File: config.mk
export PLATFORM = sky130hd
export DESIGN_NAME = alu_addsub
export DESIGN_NICKNAME = d
export VERILOG_FILES = /design/src/rtl/alu_addsub_pkg.sv /design/src/rtl/alu_operand_sel.sv /design/src/rtl/alu_adder.sv /design/src/rtl/alu_flag_gen.sv /design/src/rtl/alu_addsub.sv
export SDC_FILE = /design/constraint.sdc
export NUM_CORES = 1
export LEC_CHECK = 0
export ABC_AREA = 1
export CAP_MARGIN = 20
export CORE_MARGIN = 2
export CORE_UTILIZATION = 60
export CTS_CLUSTER_SIZE = 10
export DETAILED_ROUTE_END_ITERATION = 16
export DONT_BUFFER_PORTS = 1
export PLACE_DENSITY_LB_ADDON = 0.2
export SYNTH_ARGS = -nofsm -noshare
export SYNTH_HDL_FRONTEND = slang
export SYNTH_SLANG_ARGS = --single-unit
File: constraint.sdc
create_clock -name clk -period 3.15 [get_ports clk]
set_input_delay 0.315 -clock clk [delete_from_list [all_inputs] [get_ports clk]]
set_output_delay 0.315 -clock clk [all_outputs]
set_load 0.03 [all_outputs]
File: src/rtl/alu_addsub_pkg.sv
package alu_addsub_pkg;

  typedef enum logic [2:0] {
    OP_ADD  = 3'd0,
    OP_ADDC = 3'd1,
    OP_SUB  = 3'd2,
    OP_SUBC = 3'd3,
    OP_CMP  = 3'd4
  } alu_op_e;

  typedef struct packed {
    logic c;
    logic z;
    logic n;
    logic v;
  } alu_flags_t;

endpackage

File: src/rtl/alu_operand_sel.sv
// Picks the adder's second operand (raw or inverted source) and its carry-in,
// and decodes whether the result is written and whether flags update.
module alu_operand_sel
  import alu_addsub_pkg::*;
#(
  parameter int DATA_W = 16
) (
  input  logic [2:0]        op,
  input  logic [DATA_W-1:0] src,
  input  logic              carry,
  output logic [DATA_W-1:0] opnd,
  output logic              cin,
  output logic              we,
  output logic              upd
);

  always_comb begin
    opnd = '0;
    cin  = 1'b0;
    we   = 1'b0;
    upd  = 1'b0;
    case (op)
      OP_ADD: begin
        opnd = src;
        we   = 1'b1;
        upd  = 1'b1;
      end
      OP_ADDC: begin
        opnd = src;
        cin  = carry;
        we   = 1'b1;
        upd  = 1'b1;
      end
      OP_SUB: begin
        opnd = ~src;
        cin  = 1'b1;
        we   = 1'b1;
        upd  = 1'b1;
      end
      OP_SUBC: begin
        opnd = ~src;
        cin  = carry;
        we   = 1'b1;
        upd  = 1'b1;
      end
      OP_CMP: begin
        opnd = ~src;
        cin  = 1'b1;
        upd  = 1'b1;
      end
      default: begin
        opnd = '0;
      end
    endcase
  end

endmodule

File: src/rtl/alu_adder.sv
// One shared adder with a narrow lane for byte mode; reports the sum, the
// carry out of the active width and the two operand sign bits.
module alu_adder #(
  parameter int DATA_W = 16,
  parameter int BYTE_W = 8
) (
  input  logic [DATA_W-1:0] a,
  input  logic [DATA_W-1:0] b,
  input  logic              cin,
  input  logic              byte_mode,
  output logic [DATA_W-1:0] sum,
  output logic              cout,
  output logic              a_msb,
  output logic              b_msb
);

  localparam int UPPER_W = DATA_W - BYTE_W;

  logic [DATA_W:0] wide_sum;
  assign wide_sum = {1'b0, a} + {1'b0, b} + {{DATA_W{1'b0}}, cin};

  generate
    if (UPPER_W > 0) begin : g_lanes
      logic [BYTE_W:0] narrow_sum;
      assign narrow_sum = {1'b0, a[BYTE_W-1:0]} + {1'b0, b[BYTE_W-1:0]}
                        + {{BYTE_W{1'b0}}, cin};
      always_comb begin
        if (byte_mode) begin
          sum   = {{UPPER_W{1'b0}}, narrow_sum[BYTE_W-1:0]};
          cout  = narrow_sum[BYTE_W];
          a_msb = a[BYTE_W-1];
          b_msb = b[BYTE_W-1];
        end else begin
          sum   = wide_sum[DATA_W-1:0];
          cout  = wide_sum[DATA_W];
          a_msb = a[DATA_W-1];
          b_msb = b[DATA_W-1];
        end
      end
    end else begin : g_single
      logic unused_mode;
      assign unused_mode = byte_mode;
      assign sum   = wide_sum[DATA_W-1:0];
      assign cout  = wide_sum[DATA_W];
      assign a_msb = a[DATA_W-1];
      assign b_msb = b[DATA_W-1];
    end
  endgenerate

endmodule

File: src/rtl/alu_flag_gen.sv
// Derives carry, zero, negative and overflow from the adder outputs.
module alu_flag_gen
  import alu_addsub_pkg::*;
#(
  parameter int DATA_W = 16,
  parameter int BYTE_W = 8
) (
  input  logic [DATA_W-1:0] sum,
  input  logic              cout,
  input  logic              a_msb,
  input  logic              b_msb,
  input  logic              byte_mode,
  output alu_flags_t        flags
);

  logic res_msb;
  logic res_zero;

  always_comb begin
    if (byte_mode) begin
      res_msb  = sum[BYTE_W-1];
      res_zero = (sum[BYTE_W-1:0] == '0);
    end else begin
      res_msb  = sum[DATA_W-1];
      res_zero = (sum == '0);
    end
    flags.c = cout;
    flags.z = res_zero;
    flags.n = res_msb;
    flags.v = (a_msb == b_msb) && (res_msb != a_msb);
  end

endmodule

File: src/rtl/alu_addsub.sv
// Top: valid/ready request port, one output register stage, flag register.
module alu_addsub
  import alu_addsub_pkg::*;
#(
  parameter int DATA_W = 16,
  parameter int BYTE_W = 8
) (
  input  logic              clk,
  input  logic              rst_n,
  input  logic              in_valid,
  output logic              in_ready,
  input  logic [2:0]        in_op,
  input  logic              in_byte,
  input  logic [DATA_W-1:0] in_src,
  input  logic [DATA_W-1:0] in_dst,
  input  logic              in_carry,
  output logic              out_valid,
  input  logic              out_ready,
  output logic [DATA_W-1:0] out_result,
  output logic              out_we,
  output logic              flag_c,
  output logic              flag_z,
  output logic              flag_n,
  output logic              flag_v
);

  logic [DATA_W-1:0] opnd;
  logic              cin;
  logic              we_c;
  logic              upd_c;
  logic [DATA_W-1:0] sum;
  logic              cout;
  logic              a_msb;
  logic              b_msb;
  alu_flags_t        flags_c;
  alu_flags_t        flags_q;
  logic              accept;

  alu_operand_sel #(.DATA_W(DATA_W)) u_sel (
    .op    (in_op),
    .src   (in_src),
    .carry (in_carry),
    .opnd  (opnd),
    .cin   (cin),
    .we    (we_c),
    .upd   (upd_c)
  );

  alu_adder #(.DATA_W(DATA_W), .BYTE_W(BYTE_W)) u_add (
    .a         (in_dst),
    .b         (opnd),
    .cin       (cin),
    .byte_mode (in_byte),
    .sum       (sum),
    .cout      (cout),
    .a_msb     (a_msb),
    .b_msb     (b_msb)
  );

  alu_flag_gen #(.DATA_W(DATA_W), .BYTE_W(BYTE_W)) u_flags (
    .sum       (sum),
    .cout      (cout),
    .a_msb     (a_msb),
    .b_msb     (b_msb),
    .byte_mode (in_byte),
    .flags     (flags_c)
  );

  assign in_ready = !out_valid || out_ready;
  assign accept   = in_valid && in_ready;

  always_ff @(posedge clk) begin
    if (!rst_n) begin
      out_valid  <= 1'b0;
      out_result <= '0;
      out_we     <= 1'b0;
      flags_q    <= '0;
    end else begin
      if (accept) begin
        out_valid  <= 1'b1;
        out_result <= sum;
        out_we     <= we_c;
        if (upd_c) begin
          flags_q <= flags_c;
        end
      end else if (out_ready) begin
        out_valid <= 1'b0;
      end
    end
  end

  assign flag_c = flags_q.c;
  assign flag_z = flags_q.z;
  assign flag_n = flags_q.n;
  assign flag_v = flags_q.v;

endmodule

# Word-level counts from Yosys, hierarchy flattened

Cells that the tools add are included.

Bits in registers: 22
Latch bits: 0
Memory bits (writable): 0
Memory bits (read-only): 0
Input bits: 41
Output and inout bits: 23
Word-level logic and storage cells: 45
Memories: 0

Add/subtract/negate cells: 4
Multiply operators: 0
Divide/modulo/power cells: 0
Order comparisons: 0
Eq/ne operators: 6
Shift operators: 0
Multiplexer cells: 12
Bitwise gates (word level): 1
Reduce and logical (&&, ||, !) cells: 15

Operators by type and width:

| operator                                      | count |
|---|---|
| one-hot mux 16 bit (2 select lines)           | 1 |
| adder 16 x 16 -> 17 bit                       | 1 |
| adder 17 x 1 -> 17 bit                        | 1 |
| logical NOT 16 bit                            | 1 |
| two-way mux 16 bit                            | 1 |
| NOT 16 bit                                    | 1 |
| adder 8 x 8 -> 9 bit                          | 1 |
| adder 9 x 1 -> 9 bit                          | 1 |
| two-way mux 1 bit                             | 9 |
| logical NOT 8 bit                             | 1 |
| == test 3 x 2 -> 1 bit, second input constant | 2 |
| OR reduction 2 bit                            | 3 |
| OR reduction 5 bit                            | 1 |
| OR reduction 4 bit                            | 1 |
| == test 3 x 1 -> 1 bit, second input constant | 1 |
| == test 3 bit, second input constant          | 1 |
| logical NOT 3 bit                             | 1 |
| OR reduction 3 bit                            | 1 |
| logical AND 1 bit                             | 2 |
| one-hot mux 1 bit (2 select lines)            | 1 |
| AND reduction 2 bit                           | 1 |
| nonzero test 2 bit                            | 1 |
| == test 1 bit                                 | 1 |
| logical NOT 1 bit                             | 1 |
| other kinds (2)                               | 2 |

# Longest topological paths before layout

Word-level depth: 9
Depth in mapped cells: 24
Depth with buffers taken out: 23

# By module

A second synthesis with hierarchy kept.

Cells, all modules: 419
Area total of the unflattened synthesis: 2,461.1 µm²

By module, submodules not included:

| module          | times used | cells an instance | area each (µm²) | sequential area each (µm²) |
|---|---|---|---|---|
| alu_adder       | 1          | 204               | 1,064.8         | 0.0 |
| alu_addsub      | 1          | 111               | 857.1           | 440.4 |
| alu_operand_sel | 1          | 80                | 424.2           | 0.0 |
| alu_flag_gen    | 1          | 24                | 115.1           | 0.0 |

# Worst setup path before layout

OpenSTA, ideal clock, no wires.

Path kind: in2reg
From: input in_op[2]
To: register flags_q, in the netlist flag_z
Library setup time: 0.066 ns
Data arrival time: 2.372 ns
Data required time: 3.084 ns
Path slack: 0.712 ns
Stages on the path: 17
Buffers on the path: 0
Cell sequence: inv_2 nand2_2 nand2_2 nor2_4 o21ai_0 fa_1 fa_1 inv_1 nand3_1 nand3_1 xnor2_1 nand2_1 nor2_1 nand3_1 nor2_1 nand3_1 a21oi_2

Longest elaborated chain between the ends: 8
Elaborated cells between the ends (all ways): 22
Classes of those cells: add/sub (4); eq/ne (4); mux (5); reduce/logical (9)

Ends and longest elaborated chain:

| what                                                                      | line                                   | source |
|---|---|---|
| start, declared                                                           | alu_addsub.sv:12                       | `input logic [2:0] in_op,` |
| == test 3 x 2 -> 1 bit (tied with other cells)                            | alu_operand_sel.sv:22                  | `case (op)` |
| OR reduction 3 bit (no line) / OR reduction 2 bit (equally long branches) | n/a                                    |  |
| one-hot mux 16 bit (2 select lines)                                       | alu_operand_sel.sv:22                  |  |
| adder 16 x 16 -> 17 bit / adder 8 x 8 -> 9 bit (equally long branches)    | alu_adder.sv:20, alu_adder.sv:25       |  |
| adder 17 x 1 -> 17 bit / adder 9 x 1 -> 9 bit (equally long branches)     | alu_adder.sv:20, alu_adder.sv:26       |  |
| two-way mux 16 bit                                                        | alu_adder.sv:28                        | `if (byte_mode) begin` |
| logical NOT 16 bit / logical NOT 8 bit (equally long branches)            | alu_flag_gen.sv:25, alu_flag_gen.sv:22 |  |
| two-way mux 1 bit                                                         | alu_flag_gen.sv:20                     | `if (byte_mode) begin` |
| end signal, assigned                                                      | alu_addsub.sv:84                       | `flags_q <= flags_c;` |
| end, declared                                                             | alu_addsub.sv:36                       | `alu_flags_t flags_q;` |

Several ways; a longest one is shown, not always the timed one.
A chain may end at the register's enable or synchronous reset.

# Worst setup path in the final report

Same ends and word-level chain as after synthesis.

==> metrics.md <==
| Metric | Value |
|---|---|
| Clk Latency, worst-skew pair | `300 ps` |
| Clock-pin slew of the registers on the worst-case setup and hold paths | `120 ps` |
| Hold WC Path Type | `input pin to register` |
| Clock share of power | `0.171` |
| Post-layout net count | `between 400 and 500` |
| Syn. warnings | `0` |
| Worst-path cell chain | `inv_2 > nand2_2 > nand2_2 > nor2_4 > o21ai_0 > fa_1 > fa_1 > inv_1 > nand3_1 > nand3_1 > nand3_1 > nand3_1 > nand2_1 > nand3_1 > nand2_1 > nor2_1 > nand3_1 > a21oi_2` |
| Clock sink count | `22` |
| Destination of the worst hold path | `out_we$_SDFFE_PN0P_` |
| Worst Skew | `4.854 ps` |
| RR Startpoint | `out_valid$_SDFFE_PN0P_` |
| CP arrival | `2620 ps` |
| Initial antenna violation count | `0` |
| Total core area | `3363 um^2` |
| Max_slew headroom | `0.6946` |
| Slew of the pin with the lowest slew margin | `457.5 ps` |
| Routability congestion estimate | `0.8916` |
| Max Freq | `423.2 MHz` |
| FP Rows | `21` |
| Fin Setup TNS | `0 ps` |
| Vias per inst | `about 5.3` |
| ANT cells | `0` |
| CP required | `3400 ps` |
| Total grt overflow | `0` |
| First-pass GRT wire length | `~9 mm` |
| Worst Setup Path Type | `input pin to register` |
| # Post-CTS Setup Buffers | `0` |
| Starting DRT DRC Count | `between 150 and 200` |
| Post-route ant nets | `0` |
| Vias in the first global route | `2,009` |
| Synth area leader | `dfxtp_1` |
| Flop-to-flop setup slack | `1620 ps` |
| P_leak | `1.218 nW` |
| Critical Path Fanout Max | `5` |
| Total of cells resized after clock tree synthesis | `0` |
| Drt pass-1 iters | `4` |
| Sw frac | `0.4311` |
| Reg2reg end | `flag_z$_SDFFE_PN0P_` |
| Cell mode on critical path | `nand3_1` |
| P_int | `0.5031 mW` |
| Die ar. | `4013 um^2` |
| Sequential area share after synthesis | `0.2084` |
| Largest net degree at the start of global routing | `35` |
| Die span in y | `63.35 um` |
| Final Cycle Share | `0.7502` |
| Status | `completed` |
| CP endpoint kind | `register` |
| # setup viols final | `0` |
| Die width | `63.35 um` |
| Dpl hpwl | `4.205 mm` |
| Tmin final | `around 2400 ps` |
| CTS tree | `built` |
| Routed len/inst | `12.54 um` |
| CTS Hold Bufs | `0` |
| Sequential Power Share | `0.419` |
| Syn avg cell area | `between 5 and 6 um^2` |
| Clk root buf | `clkbuf_4` |
| DR DRC count | `0` |
| RSZ-0062 raised after global routing | `false` |
| Worst R2R Path Depth | `9` |
| PortBufs | `0` |
| Pins Over Slew Limit | `0` |
| Netlist cell types | `27` |
| Cells after Synth | `359` |
| Mapped cell area | `2113 um^2` |
| Largest cells by area after synthesis | `dfxtp_1 (21%), nand2_1 (19%), inv_1 (11%)` |
| Net Count, Synth | `417` |
| WHS Path Cells | `1` |
| Slowest stage cell, crit path | `fa_1` |
| Final wirelength | `between 5 and 6 mm` |
| Final hold violations | `0` |
| Syn-to-layout area delta | `3.552%` |
| Share of layout cells above drive strength 1 | `0.07563` |
| FF+latch count, synth | `22` |
| TritonCTS Buffers | `3` |
| Tot GR Track Use | `0.2692` |
| Critical path's largest stage delay | `between 400 and 500 ps` |
| Vias post-DR | `2,149` |
| Net Sw Power | `0.3813 mW` |
| Share of Yosys cell area claimed by the top area cell type | `0.2084` |
| Comb pwr share | `0.410` |
| Tot Pwr | `0.8844 mW` |
| CTS Buffer Depth | `2` |
| H-tree depth | `1` |
| VDD IR max | `350.1 uV` |
| PwrDens | `404.1 nW/um^2` |
| Initial core utilization | `0.6283` |
| CP Launch Type | `input pin` |
| Ports | `64` |
| Min-delay src | `in_op[2]` |
| Max-cap violation count | `0` |
through the flow:
stage / std cells / setup slack [ps] / utilization / hold slack, ps / cell area (um^2)
after detailed placement: 399 / 477.2 / 0.6399 / 410.9 / 2152
final: 403 / 787.0 / 0.6507 / 85.43 / 2188
after global placement: 399 / 578.4 / 0.6399 / 412.2 / 2152
after CTS: 403 / 796.7 / 0.6507 / 78.34 / 2188
after global routing: 403 / 470.2 / 0.6507 / 74.02 / 2188
after floorplan: 359 / 712.0 / - / 405.0 / 2113
sequential cells by signal, indices dropped and copies added, names as in the netlist:
register,count
out_valid,1
flag_c,1
out_we,1
out_result,16
flag_v,1
flag_z,1
flag_n,1
cell usage after synthesis:
| cell type | instances |
|---|---|
| nand2_1 | 109 |
| inv_1 | 61 |
| o21ai_0 | 30 |
| nand3_1 | 23 |
| nor2_1 | 23 |
| a21oi_1 | 22 |
| dfxtp_1 | 22 |
| ha_1 | 15 |
| nand2_2 | 9 |
| clkbuf_1 | 7 |
| inv_2 | 5 |
| o211ai_1 | 5 |
| xnor2_1 | 4 |
| and2_1 | 3 |
| nand3_2 | 3 |
| nand4_1 | 3 |
| a21oi_2 | 2 |
| fa_1 | 2 |
| mux2i_1 | 2 |
| xor2_1 | 2 |
| a31oi_1 | 1 |
| clkinv_1 | 1 |
| nor2_4 | 1 |
| o21ai_1 | 1 |
| o21ai_2 | 1 |
| o21bai_1 | 1 |
| or2_2 | 1 |
placed cells by master, fill, tap and decap left out:
master	Yosys	layout
a21oi_1	22	22
o21bai_1	1	1
clkinv_1	1	1
nand2_1	109	109
xnor2_1	4	4
inv_1	61	61
nand2_2	9	9
nand3_2	3	3
or2_2	1	1
a21oi_2	2	2
ha_1	15	15
and2_1	3	3
clkbuf_4	0	3
clkbuf_8	0	1
o21ai_0	30	30
o21ai_2	1	1
nand4_1	3	3
buf_4	0	1
inv_2	5	5
dfxtp_1	22	22
nand3_1	23	23
o211ai_1	5	5
xor2_1	2	2
nor2_1	23	23
o21ai_1	1	1
nor2_4	1	1
a31oi_1	1	1
mux2i_1	2	2
fa_1	2	2
power groups by stage:
stage / registers, mW / logic (mW) / clock network [mW]
3_5_place_dp: 0.377 / 0.361 / 0
2_1_floorplan: 0.372 / 0.291 / 0
4_1_cts: 0.371 / 0.362 / 0.153
6_report: 0.371 / 0.362 / 0.151
3_3_place_gp: 0.377 / 0.352 / 0
5_1_grt: 0.374 / 0.422 / 0.167
routing by layer:
layer	global-route usage	vias up	part of all wire
met2	0.4645	66	0.48
met3	0.05714	0	0.066
met4	0.03533	0	0
met5	0	-	0
li1	-	1138	-
met1	0.3533	945	0.46
cell type report:
cell class	count	area, um^2
multi-input combinational	263	1395
fill	348	1175
sequential	22	440.4
inverter	67	251.5
tap	46	57.56
clock buffer	4	36.28
timing repair buffer	1	7.507
critical path: cells and delay by family:
family / cells / cell delay (ps)
adders and majority gates: 2 / 860
and+or+nand+nor: 12 / 1100
buffers and inverters: 2 / 110
AOI/OAI and AO/OA: 2 / 240
worst max-delay path by stage:
stage / startpoint / end / slack, ps / cells after the start
4_1_cts: in_op[2] / flag_z$_SDFFE_PN0P_ / 800 / 18
5_1_grt: in_op[2] / flag_z$_SDFFE_PN0P_ / 470 / 18
3_3_place_gp: in_op[1] / flag_v$_SDFFE_PN0P_ / 580 / 20
2_1_floorplan: in_op[2] / flag_z$_SDFFE_PN0P_ / 710 / 17
6_report: in_op[2] / flag_z$_SDFFE_PN0P_ / 790 / 18
3_5_place_dp: in_op[2] / flag_z$_SDFFE_PN0P_ / 480 / 18
logic make-up after synthesis:
family                     Yosys count  share of synthesized area
DFF                                 22                     0.2084
AOI/OAI and AO/OA                   63                     0.1622
xor gates and xnor gates             6                    0.02487
muxes                                2                   0.009473
and+or+nand+nor                    175                     0.3558
adders and majority gates           17                     0.1078
buffers and inverters               74                     0.1314
Note: power is estimated with default switching activity, not from simulation.
